--- src/rtl/pxck_pkg.sv ---
// Shared constants and types for the pixel checksum block.
// Assumes exactly three colour components, indexed red, green, blue.
package pxck_pkg;
    localparam int PXCK_NUM_CH = 3;
    localparam int PXCK_SEL_W  = 2;

    typedef enum logic {
        ST_IDLE = 1'b0,
        ST_RUN  = 1'b1
    } pxck_state_e;
endpackage

--- src/rtl/pxck_chan_mux.sv ---
// Component selector: picks one COMP_W-bit component out of NUM_CH packed
// components. Codes at or beyond the last index select the last component.
// Assumes NUM_CH >= 2 and that index 0 sits in the low bits of comps.
module pxck_chan_mux #(
    parameter int COMP_W = 8,
    parameter int NUM_CH = 3,
    parameter int SEL_W  = 2
) (
    input  logic [NUM_CH*COMP_W-1:0] comps,
    input  logic [SEL_W-1:0]         sel,
    output logic [COMP_W-1:0]        comp
);
    localparam int CMP_W = SEL_W + 1;

    logic [NUM_CH-1:0] hit;

    // Decode the code into one hit line per component; the last one absorbs spare codes.
    for (genvar gi = 0; gi < NUM_CH; gi++) begin : g_hit
        if (gi == NUM_CH - 1) begin : g_last
            assign hit[gi] = ({1'b0, sel} >= CMP_W'(gi));
        end else begin : g_mid
            assign hit[gi] = ({1'b0, sel} == CMP_W'(gi));
        end
    end

    // OR together the component picked by the hit line.
    always_comb begin
        comp = '0;
        for (int i = 0; i < NUM_CH; i++) begin
            if (hit[i]) begin
                comp = comp | comps[i*COMP_W +: COMP_W];
            end
        end
    end
endmodule

--- src/rtl/pxck_ctrl.sv ---
// Frame sequencer: tracks whether a frame is open, latches the channel code
// at each opening frame start, and flags captures and the done status.
// Assumes frame_start is a single-cycle pulse in the pixel clock domain.
module pxck_ctrl
    import pxck_pkg::*;
#(
    parameter int SEL_W = PXCK_SEL_W
) (
    input  logic             clk,
    input  logic             rst_n,
    input  logic             cap_en,
    input  logic             frame_start,
    input  logic [SEL_W-1:0] chan_sel,
    output logic             open_frame,
    output logic             accum_ok,
    output logic             capture,
    output logic             done,
    output logic [SEL_W-1:0] sel_use
);
    pxck_state_e      st;
    logic [SEL_W-1:0] sel_lat;
    logic             fresh;
    logic             in_run;

    // Derive per-cycle strobes from the state and the inputs.
    always_comb begin
        in_run     = (st == ST_RUN);
        open_frame = cap_en && frame_start;
        capture    = open_frame && in_run;
        fresh      = open_frame && !in_run;
        accum_ok   = in_run && cap_en;
        sel_use    = open_frame ? chan_sel : sel_lat;
    end

    // Run/idle state: enable low always returns to idle.
    always_ff @(posedge clk) begin
        if (!rst_n) begin
            st <= ST_IDLE;
        end else if (!cap_en) begin
            st <= ST_IDLE;
        end else if (frame_start) begin
            st <= ST_RUN;
        end
    end

    // Channel code held for the whole frame.
    always_ff @(posedge clk) begin
        if (!rst_n) begin
            sel_lat <= '0;
        end else if (open_frame) begin
            sel_lat <= chan_sel;
        end
    end

    // Done flag: set by a capture, cleared by a fresh start.
    always_ff @(posedge clk) begin
        if (!rst_n) begin
            done <= 1'b0;
        end else if (capture) begin
            done <= 1'b1;
        end else if (fresh) begin
            done <= 1'b0;
        end
    end


    abort_chk: assert property (@(posedge clk) disable iff (!rst_n)
        (in_run && !cap_en) |=> (st == ST_IDLE));


    sel_hold_chk: assert property (@(posedge clk) disable iff (!rst_n)
        (in_run && !frame_start) |=> $stable(sel_lat));


    done_rise_chk: assert property (@(posedge clk) disable iff (!rst_n)
        $rose(done) |-> $past(capture));


    done_clr_chk: assert property (@(posedge clk) disable iff (!rst_n)
        fresh |=> !done);
endmodule

--- src/rtl/pxck_accum.sv ---
// Signature register and result register. Each contributing pixel rotates
// the signature left by one and XORs in the component; a capture copies it out.
// Assumes ACC_W > COMP_W and that control strobes come from pxck_ctrl.
module pxck_accum #(
    parameter int COMP_W = 8,
    parameter int ACC_W  = 24
) (
    input  logic              clk,
    input  logic              rst_n,
    input  logic              open_frame,
    input  logic              accum_ok,
    input  logic              capture,
    input  logic              pix_active,
    input  logic [COMP_W-1:0] comp,
    output logic [ACC_W-1:0]  result
);
    logic [ACC_W-1:0] acc;
    logic [ACC_W-1:0] acc_nxt;

    function automatic logic [ACC_W-1:0] fold(input logic [ACC_W-1:0] a,
                                              input logic [COMP_W-1:0] c);
        return {a[ACC_W-2:0], a[ACC_W-1]} ^ ACC_W'(c);
    endfunction

    // Choose the next signature: restart, fold a pixel, or hold.
    always_comb begin
        if (open_frame) begin
            acc_nxt = pix_active ? fold('0, comp) : '0;
        end else if (accum_ok && pix_active) begin
            acc_nxt = fold(acc, comp);
        end else begin
            acc_nxt = acc;
        end
    end

    // Signature register.
    always_ff @(posedge clk) begin
        if (!rst_n) begin
            acc <= '0;
        end else begin
            acc <= acc_nxt;
        end
    end

    // Result register, loaded only on a capture.
    always_ff @(posedge clk) begin
        if (!rst_n) begin
            result <= '0;
        end else if (capture) begin
            result <= acc;
        end
    end


    blank_hold_chk: assert property (@(posedge clk) disable iff (!rst_n)
        (accum_ok && !open_frame && !pix_active) |=> $stable(acc));


    result_hold_chk: assert property (@(posedge clk) disable iff (!rst_n)
        !capture |=> $stable(result));


    result_load_chk: assert property (@(posedge clk) disable iff (!rst_n)
        capture |=> (result == $past(acc)));
endmodule

--- src/rtl/pixel_checksum.sv ---
// Top of the pixel checksum block: selects one colour component of the
// stream at the converter inputs and signs each unblanked frame.
// Assumes all inputs are synchronous to the pixel clock.
module pixel_checksum
    import pxck_pkg::*;
#(
    parameter int COMP_W = 8,
    parameter int ACC_W  = 24
) (
    input  logic                  clk,
    input  logic                  rst_n,
    input  logic                  cap_en,
    input  logic [PXCK_SEL_W-1:0] chan_sel,
    input  logic [COMP_W-1:0]     pix_r,
    input  logic [COMP_W-1:0]     pix_g,
    input  logic [COMP_W-1:0]     pix_b,
    input  logic                  pix_active,
    input  logic                  frame_start,
    output logic [ACC_W-1:0]      sum_out,
    output logic                  sum_done
);
    localparam int FLAT_W = PXCK_NUM_CH * COMP_W;

    logic [FLAT_W-1:0]     comps;
    logic [COMP_W-1:0]     comp;
    logic [PXCK_SEL_W-1:0] sel_use;
    logic                  open_frame;
    logic                  accum_ok;
    logic                  capture;

    assign comps = {pix_b, pix_g, pix_r};

    pxck_ctrl #(.SEL_W(PXCK_SEL_W)) u_ctrl (
        .clk        (clk),
        .rst_n      (rst_n),
        .cap_en     (cap_en),
        .frame_start(frame_start),
        .chan_sel   (chan_sel),
        .open_frame (open_frame),
        .accum_ok   (accum_ok),
        .capture    (capture),
        .done       (sum_done),
        .sel_use    (sel_use)
    );

    pxck_chan_mux #(.COMP_W(COMP_W), .NUM_CH(PXCK_NUM_CH), .SEL_W(PXCK_SEL_W)) u_mux (
        .comps(comps),
        .sel  (sel_use),
        .comp (comp)
    );

    pxck_accum #(.COMP_W(COMP_W), .ACC_W(ACC_W)) u_accum (
        .clk       (clk),
        .rst_n     (rst_n),
        .open_frame(open_frame),
        .accum_ok  (accum_ok),
        .capture   (capture),
        .pix_active(pix_active),
        .comp      (comp),
        .result    (sum_out)
    );
endmodule

--- config.mk ---
export PLATFORM = sky130hd
export DESIGN_NAME = pixel_checksum
export DESIGN_NICKNAME = d
export VERILOG_FILES = /design/src/rtl/pxck_pkg.sv /design/src/rtl/pxck_chan_mux.sv /design/src/rtl/pxck_ctrl.sv /design/src/rtl/pxck_accum.sv /design/src/rtl/pixel_checksum.sv
export SDC_FILE = /design/constraint.sdc
export NUM_CORES = 1
export LEC_CHECK = 0
export CELL_PAD_IN_SITES_DETAIL_PLACEMENT = 0
export CELL_PAD_IN_SITES_GLOBAL_PLACEMENT = 2
export CORE_ASPECT_RATIO = 1.1
export CORE_MARGIN = 1.5
export CORE_UTILIZATION = 30
export CTS_CLUSTER_SIZE = 10
export DETAILED_ROUTE_END_ITERATION = 8
export DONT_BUFFER_PORTS = 1
export HOLD_SLACK_MARGIN = 0.05
export PLACE_DENSITY = 0.77
export SLEW_MARGIN = 20
export SYNTH_ARGS = -nofsm -noshare
export SYNTH_HDL_FRONTEND = slang
export SYNTH_SLANG_ARGS = --single-unit
--- constraint.sdc ---
create_clock -name clk -period 3.1 [get_ports clk]
set_input_delay 0.31 -clock clk [delete_from_list [all_inputs] [get_ports clk]]
set_output_delay 0.31 -clock clk [all_outputs]
set_load 0.03 [all_outputs]
Yosys cells after proc, flatten, opt, wreduce, memory -nomap -nowiden --
Cells that the tools add are included.
Storage, ports and cells: register bits after elaboration 52, bits of input ports 31, output and inout bits 25, word-level logic and storage cells 29
Cells by class: $lt $le $gt $ge 1, equality and inequality tests 1, multiplexer cells 9, bitwise logic cells 3, reductions and logical operators 10
Operator list (number):
- $mux 24 | 2
- $mux 8 | 4
- $xor 24x8->24 | 1
- $or 8x8->8 | 2
- $logic_and 1x1->1 | 5
- $reduce_bool 2->1 | 2
- $eq 2x1->1 const B | 1
- $ge 2x2->1 const B | 1
- $logic_not 2->1 | 1
- $mux 1 | 2
- $mux 2 | 1
- $reduce_and 2->1 | 1
- $logic_not 1->1 | 1

Logic depth before layout (Yosys ltp) --
Gate-level depths: netlist (run 1).
word-level depth 11, gate-level depth with buffers 7, depth with buffers taken out 5

Cells and area by module --
From an unflattened synthesis (run 1), not the netlist that was laid out.
Second synthesis, totals: cells, all modules 258, area, all modules 2323.5 µm²
Modules (own cells, without submodules):
- pxck_accum | times used 1, cells each 212, area an instance 1953.1 µm², sequential area each 960.9 µm²
- pxck_ctrl | times used 1, cells each 20, area an instance 197.7 µm², sequential area each 80.1 µm²
- pxck_chan_mux | times used 1, cells each 26, area an instance 172.7 µm², sequential area each 0.0 µm²

Worst setup path before layout (run 1) --
Ideal clock, no wire load.
kind input to register, start in cap_en, end reg u_accum.acc[0], library setup time 0.131 ns, arrival 1.338 ns, data required time 2.969 ns, path slack 1.631 ns, stages on the path 5, path buffers 0, cell sequence nand2_2 > mux2i_4 > mux2i_1 > mux2i_1 > o22ai_1
Between the ends: cells in the longest elaborated chain, start to end 11, elaborated cells on any way between the ends 17, classes of those cells order compare (1); eq/ne (1); mux (7); bitwise (3); reduce/logical (5)
Ends and longest elaborated chain:
- start, declared | line pixel_checksum.sv:12 | input logic cap_en,
- $logic_and 1x1->1 | line pxck_ctrl.sv:28 | open_frame = cap_en && frame_start;
- $mux 2 | line pxck_ctrl.sv:32 | sel_use = open_frame ? chan_sel : sel_lat;
- $logic_not 2->1 | line pxck_chan_mux.sv:22 | assign hit[gi] = ({1'b0, sel} == CMP_W'(gi));
- $mux 8 | line pxck_chan_mux.sv:30 | if (hit[i]) begin
- $or 8x8->8 | line pxck_chan_mux.sv:31 | comp = comp | comps[i*COMP_W +: COMP_W];
- $mux 8 | line pxck_chan_mux.sv:30
- $or 8x8->8 | line pxck_chan_mux.sv:31
- $mux 8 | line pxck_chan_mux.sv:30
- $xor 24x8->24 | line pxck_accum.sv:22 | return {a[ACC_W-2:0], a[ACC_W-1]} ^ ACC_W'(c);
- $mux 24 | line pxck_accum.sv:29 | end else if (accum_ok && pix_active) begin
- $mux 24 | line pxck_accum.sv:27 | if (open_frame) begin
- end signal, assigned | line pxck_accum.sv:41 | acc <= acc_nxt;
- end, declared | line pxck_accum.sv:17 | logic [ACC_W-1:0] acc;
Parallel ways exist; a longest one is shown, timed or not. The select of a mux whose other input is x is not followed. A chain may end at the register's enable or synchronous reset.

Worst setup path after layout (run 1) --
start reg u_ctrl.sel_lat[1], end reg u_accum.acc[1]
Between the ends: cells in the longest elaborated chain, start to end 10, elaborated cells on any way between the ends 13, classes of those cells order compare (1); eq/ne (1); mux (7); bitwise (3); reduce/logical (1)
Ends and longest elaborated chain:
- start, declared | line pxck_ctrl.sv:21 | logic [SEL_W-1:0] sel_lat;
- start signal, assigned | line pxck_ctrl.sv:51 | sel_lat <= chan_sel;
- $mux 2 * | line pxck_ctrl.sv:32
- $logic_not 2->1 | line pxck_chan_mux.sv:22
- $mux 8 | line pxck_chan_mux.sv:30
- $or 8x8->8 | line pxck_chan_mux.sv:31
- $mux 8 | line pxck_chan_mux.sv:30
- $or 8x8->8 | line pxck_chan_mux.sv:31
- $mux 8 * | line pxck_chan_mux.sv:30
- $xor 24x8->24 | line pxck_accum.sv:22
- $mux 24 | line pxck_accum.sv:29
- $mux 24 * | line pxck_accum.sv:27
Every way passes the cells marked *; elsewhere a longest branch is shown, timed or not. The select of a mux whose other input is x is not followed.

==> impl_metrics.ini, run 1 <==
[detailed_routing]
first_iter_violations = 96
drt_pre_antenna_iters = 4
ant_nets = 0
routed_via_density = 5.29
wl_per_cell_um = 15.8
num_vias = 1995
routed_wl_mm = 5.96
drcViolationCount = 0

[setup_path]
slowest_stage = a21oi_1
critPathLaunchType = flop
max_stage_delay_ns = 0.64
critical_path_class = flop to flop
crit_arrival_ns = 2.02
crit_buf_inv = 0
path_max_fanout = 11
crit_family = compound AO/OA/AOI/OAI gates
required_ns = 3.33
crit_chain = nand3b_1 -> a21oi_1 -> a221oi_1 -> o22ai_1
worstSetupEndpointType = flop

[logic_synthesis]
ys_seq_elements = 52
syn-num-nets = 329
syn_inst = 298
syn_area_um2 = 2300
synth_cell_types = 25
yosysWarnings = 0
syn_avg_cell_area_um2 = 7.73
ys_seq_area_share_pct = 45.2

[cts]
path_clk_slew_ns = 0.09
clkSinkCount = 52
max-clock-path-buffers = 2
cts-resized-gates = 0
hold_buffers = 0
cts_inserted_buffers = 5
cts_root_buf = clkbuf_8
cts_setup_buffers = 0
htreeDepth = 2
cts_tree = done
clkLatencyLatePin_ns = 0.30

[die]
start_util_pct = 31.0
die_w_um = 86.6
fp.dieH_um = 94.9
die_area_um2 = 8220
core_um2 = 7430
io_pins = 56
rows = 33

[final_layout]
layout-drive-gt1-share_pct = 5.17
n_fill_cell = 823
syn_to_final_growth_pct = 5.81
antennaDiodeCount = 0
final_cell_area_um2 = 2440
final-instance-count-excl-fill = 377
fin_util_pct = 32.8
final_nets = 320

[power_and_ir_drop]
irDropWorstVdd_v = 0.000289
p_leak_nw = 0.803
total_power_mw = 1.25
p_per_area_nw_per_um2 = 514

[grt]
grt_max_degree = 31
first_global_vias = 1783
grt.overflow.total = 0
antenna_found_initial = 0
track_usage_pct = 14.8
grt_first_pass_wirelength_mm = 9.32

[timing]
clock.fmax_ghz = 0.557
skew_ns = 0.00561
tightest_slew_ns = 0.789
min_period_ns = 1.79
period_share_pct = 57.9
hold-worst-slack_ns = 0.112
setup_tns_ns = 0
maxSlewHeadroom_pct = 47.4
hold_viol_final = 0
rsz0062_at_grt = false
setup_violations = 0
setup_ws_ns = 1.31
maxSlewViolCount = 0

[placed_design]
postPlaceCellArea_um2 = 2330
dp_hpwl_mm = 3.93
numPortBuffers = 0
gp_congestion = 0.771
placed_cells_incl_taps = 369
dp_slack_ns = 1.34

[run_status]
status = completed

[hold_path]
hold_path.class = primary input to flop

[run]
drv_cap = 0
[worst paths after layout]
path	end	depth (start not counted)	start	slack, ns
hold reg to reg	u_accum.acc[17]	2	u_accum.acc[16]	0.47
setup reg to reg	u_accum.acc[1]	4	u_ctrl.sel_lat[1]	1.31
hold / removal	u_ctrl.in_run	2	cap_en	0.11
setup / recovery	u_accum.acc[1]	4	u_ctrl.sel_lat[1]	1.31
[layout make-up]
type | instances | area, um^2 | area share [%]
clock buffers | 6 | 72.6 | 2.98
clock inverters | 2 | 35.0 | 1.44
inverters | 12 | 45.0 | 1.85
multi-input cells | 216 | 1120 | 46.0
flip-flops and latches | 52 | 1040 | 42.7
well taps | 87 | 109 | 4.46
repair buffers | 2 | 15.0 | 0.616
[registers in the layout, indices dropped and copies added, names as in the netlist]
| register | flops |
|---|---|
| u_ctrl.in_run | 1 |
| u_ctrl.done | 1 |
| u_ctrl.sel_lat | 2 |
| u_accum.result | 24 |
| u_accum.acc | 24 |
[worst reg2reg max path, stage by stage, from the launching register on]
cell and delay, ns:
dfxtp_1 0.59, nand3b_1 0.16, a21oi_1 0.64, a221oi_1 0.19
o22ai_1 0.16
[where the power goes]
group          internal [mW]  switching [mW]  leakage [nW]
logic                 0.0367          0.0631         0.328
clock network          0.240           0.226        0.0552
registers              0.676          0.0112         0.420
[layer usage]
metal / routed length [um] / vias up / part of all wire (%) / GRT usage (%)
li1: - / 1001 / - / -
met1: 2640 / 916 / 44 / 18.5
met2: 2800 / 71 / 47 / 24.9
met3: 444 / 7 / 7.5 / 4.72
met4: 68 / 0 / 1.1 / 3.23
met5: 0 / - / 0 / 0
[synth_stat cells, drive strengths merged]
master,number,area (um^2)
a21o,1,7.51
nand3,1,5.00
nor2,3,11.3
dlygate4sd1,1,8.76
clkdlybuf4s25,1,10.0
o21ai,25,125
nor3,16,80.1
clkbuf,11,41.3
a21oi,43,215
clkinv,1,3.75
o22ai,8,50.1
a221oi,8,70.1
buf,5,37.5
nand2,88,333
nand3b,1,7.51
dfxtp,52,1040
or2,2,12.5
mux2i,17,183
inv,11,41.3
and2,1,6.26
and3,2,15.0
[placed cells by master (no fill, tap or decap)]
master	Yosys	layout
a21o_1	1	1
a21oi_1	43	43
a221oi_1	8	8
and2_1	1	1
and3_2	2	2
buf_4	0	2
bufinv_16	0	1
clkbuf_1	11	1
clkbuf_8	0	5
clkinv_1	1	1
clkinv_2	0	1
dfxtp_1	52	52
inv_1	11	11
mux2i_1	16	16
mux2i_4	1	1
nand2_1	87	87
nand2_2	1	1
nand3_1	1	1
nand3b_1	1	1
nor2_1	3	3
nor3_1	16	16
o21ai_0	24	24
o21ai_1	1	1
o22ai_1	8	8
or2_2	2	2
[cell families (layout without fill, tap and decap cells)]
group	after synthesis	after routing	synth area share (%)
compound gates	85	85	20.3
simple gates	114	114	20.4
mux	17	17	7.93
flops	52	52	45.2
buf+inv	30	22	6.19
No activity file was read; power rests on OpenSTA's default activity.
==> inputs of run 2 (changes only) <==
--- a/config.mk
+++ b/config.mk
@@ -14,7 +14,7 @@
 export DETAILED_ROUTE_END_ITERATION = 8
 export DONT_BUFFER_PORTS = 1
 export HOLD_SLACK_MARGIN = 0.05
-export PLACE_DENSITY = 0.77
+export PLACE_DENSITY = 0.8
 export SLEW_MARGIN = 20
 export SYNTH_ARGS = -nofsm -noshare
 export SYNTH_HDL_FRONTEND = slang
==> constraint.sdc (replaced) <==
create_clock -name clk -period 1.6 [get_ports clk]
set_input_delay 0.16 -clock clk [delete_from_list [all_inputs] [get_ports clk]]
set_output_delay 0.16 -clock clk [all_outputs]
set_load 0.03 [all_outputs]
==> impl_metrics.ini, run 2 (synthesis gave the netlist of run 1 again) <==
[final_layout]
reg_top3 = u_accum.acc (24), u_accum.result (24), u_ctrl.sel_lat (2)
antennaDiodeCount = 0
final_nets = 330
fin_util_pct = 34.5
final_cell_area_um2 = 2560
final_common_cell = nand2_1
final_cell_mix = nand2_1 (87), dfxtp_1 (52), a21oi_1 (42), o21ai_0 (24)
layout-drive-gt1-share_pct = 7.67
syn_to_final_growth_pct = 11.2

[cts]
cts_root_buf = clkbuf_8
cts_tree = done
htreeDepth = 2
cts_setup_buffers = 0
clkSinkCount = 52
path_clk_slew_ns = 0.09
clkLatencyLatePin_ns = 0.31
max-clock-path-buffers = 2
cts_inserted_buffers = 5

[timing]
maxSlewViolCount = 0
skew_ns = 0.00348
setup_tns_ns = 0
tightest_slew_ns = 0.539
clock.fmax_ghz = 0.700
period_share_pct = 89.3
maxSlewHeadroom_pct = 64.0
hold_viol_final = 0
setup_violations = 0
rsz0062_at_grt = false
min_period_ns = 1.43

[detailed_routing]
num_vias = 1960
ant_nets = 0
drt_pre_antenna_iters = 4
drcViolationCount = 0
routed_via_density = 5.06
routed_wl_mm = 5.83
first_iter_violations = 83
wl_per_cell_um = 15.1

[setup_path]
path_max_fanout = 6
critical_path_class = flop to flop
crit_arrival_ns = 1.63
worstSetupEndpointType = flop
r2r-end = u_ctrl.in_run
ff2ff_path_depth = 4
reg2reg_from = u_ctrl.in_run
ff2ff_setup_slack_ns = 0.17
required_ns = 1.80
critPathLaunchType = flop

[hold_path]
hold_start = frame_start
min_to = u_ctrl.sel_lat[1]
hold_path.class = primary input to flop
min_delay_path_depth = 3

[die]
io_pins = 56
start_util_pct = 31.0
die_area_um2 = 8220
core_um2 = 7430
rows = 33
die_w_um = 86.6
fp.dieH_um = 94.9

[power_and_ir_drop]
pwr-share-comb_pct = 9.1
p_sw_share_pct = 24.1
p_int_mw = 1.87
irDropWorstVdd_v = 0.000376
p_seq_share_pct = 54.0
p_clk_share_pct = 36.9
p_switching_uw = 593
p_leak_nw = 0.864
p_per_area_nw_per_um2 = 961

[grt]
grt_first_pass_wirelength_mm = 9.30
first_global_vias = 1834
track_usage_pct = 14.6
antenna_found_initial = 0
grt_max_degree = 36
grt.overflow.total = 0

[placed_design]
dp_hpwl_mm = 3.88
gp_congestion = 0.745
numPortBuffers = 0
postPlaceCellArea_um2 = 2420

[run_status]
status = completed

[run]
drv_cap = 0
==> run 2: critical path: stages, from the launching register on <==
cell and delay [ns]:
dfxtp_1 0.36, buf_4 0.15, o21ai_0 0.20, nor2_1 0.05
dlygate4sd3_1 0.55
==> run 2: worst max path at each step <==
stage / startpoint / endpoint / depth (start not counted) / slack (ns)
CTS: u_ctrl.in_run / u_accum.acc[4] / 4 / 0.05
global placement: u_ctrl.in_run / u_accum.acc[5] / 4 / 0.15
detailed placement: u_ctrl.in_run / u_accum.acc[4] / 4 / 0.08
floorplan: cap_en / u_accum.acc[0] / 5 / 0.28
global route: u_ctrl.sel_lat[1] / u_accum.acc[4] / 5 / 0.02
finish: u_ctrl.in_run / u_ctrl.in_run / 4 / 0.17
==> run 2: what timing repair did <==
action,4_1_cts,5_1_grt
endpoints found under the hold margin,2,0
resized for setup,0,1
hold buffers,3,0
endpoints found under the setup margin,0,8
==> run 2: layer usage <==
metal	global-route usage, %	vias up	part of all wire [%]
li1	-	1020	-
met1	18.0	891	46
met2	24.5	41	48
met3	4.11	8	5.1
met4	4.84	0	1.1
met5	0	-	0
==> run 2: cell type report <==
cell class | count | area (um^2)
Inverter | 12 | 45.0
Timing Repair Buffer | 12 | 135
Multi-Input combinational cell | 216 | 1120
Clock inverter | 2 | 35.0
Clock buffer | 6 | 72.6
Fill cell | 845 | 4870
Sequential cell | 52 | 1040
Tap cell | 87 | 109
==> run 2: through the flow <==
stage	worst slack [ns]	std cells	total power [mW]	hold WS, ns
6_report	0.171	387	2.46	0.118
5_1_grt	0.0223	387	2.57	0.122
4_1_cts	0.0526	387	2.48	0.113
3_5_place_dp	0.0813	376	1.58	0.281
3_3_place_gp	0.150	376	1.57	0.284
2_1_floorplan	0.281	298	1.52	0.272
==> run 2: power by group through the flow <==
stage	Combinational (mW)	Sequential (mW)	Clock [mW]
finish	0.224	1.33	0.908
global route	0.247	1.33	0.986
global placement	0.216	1.36	0
floorplan	0.165	1.35	0
CTS	0.225	1.33	0.928
detailed placement	0.218	1.36	0
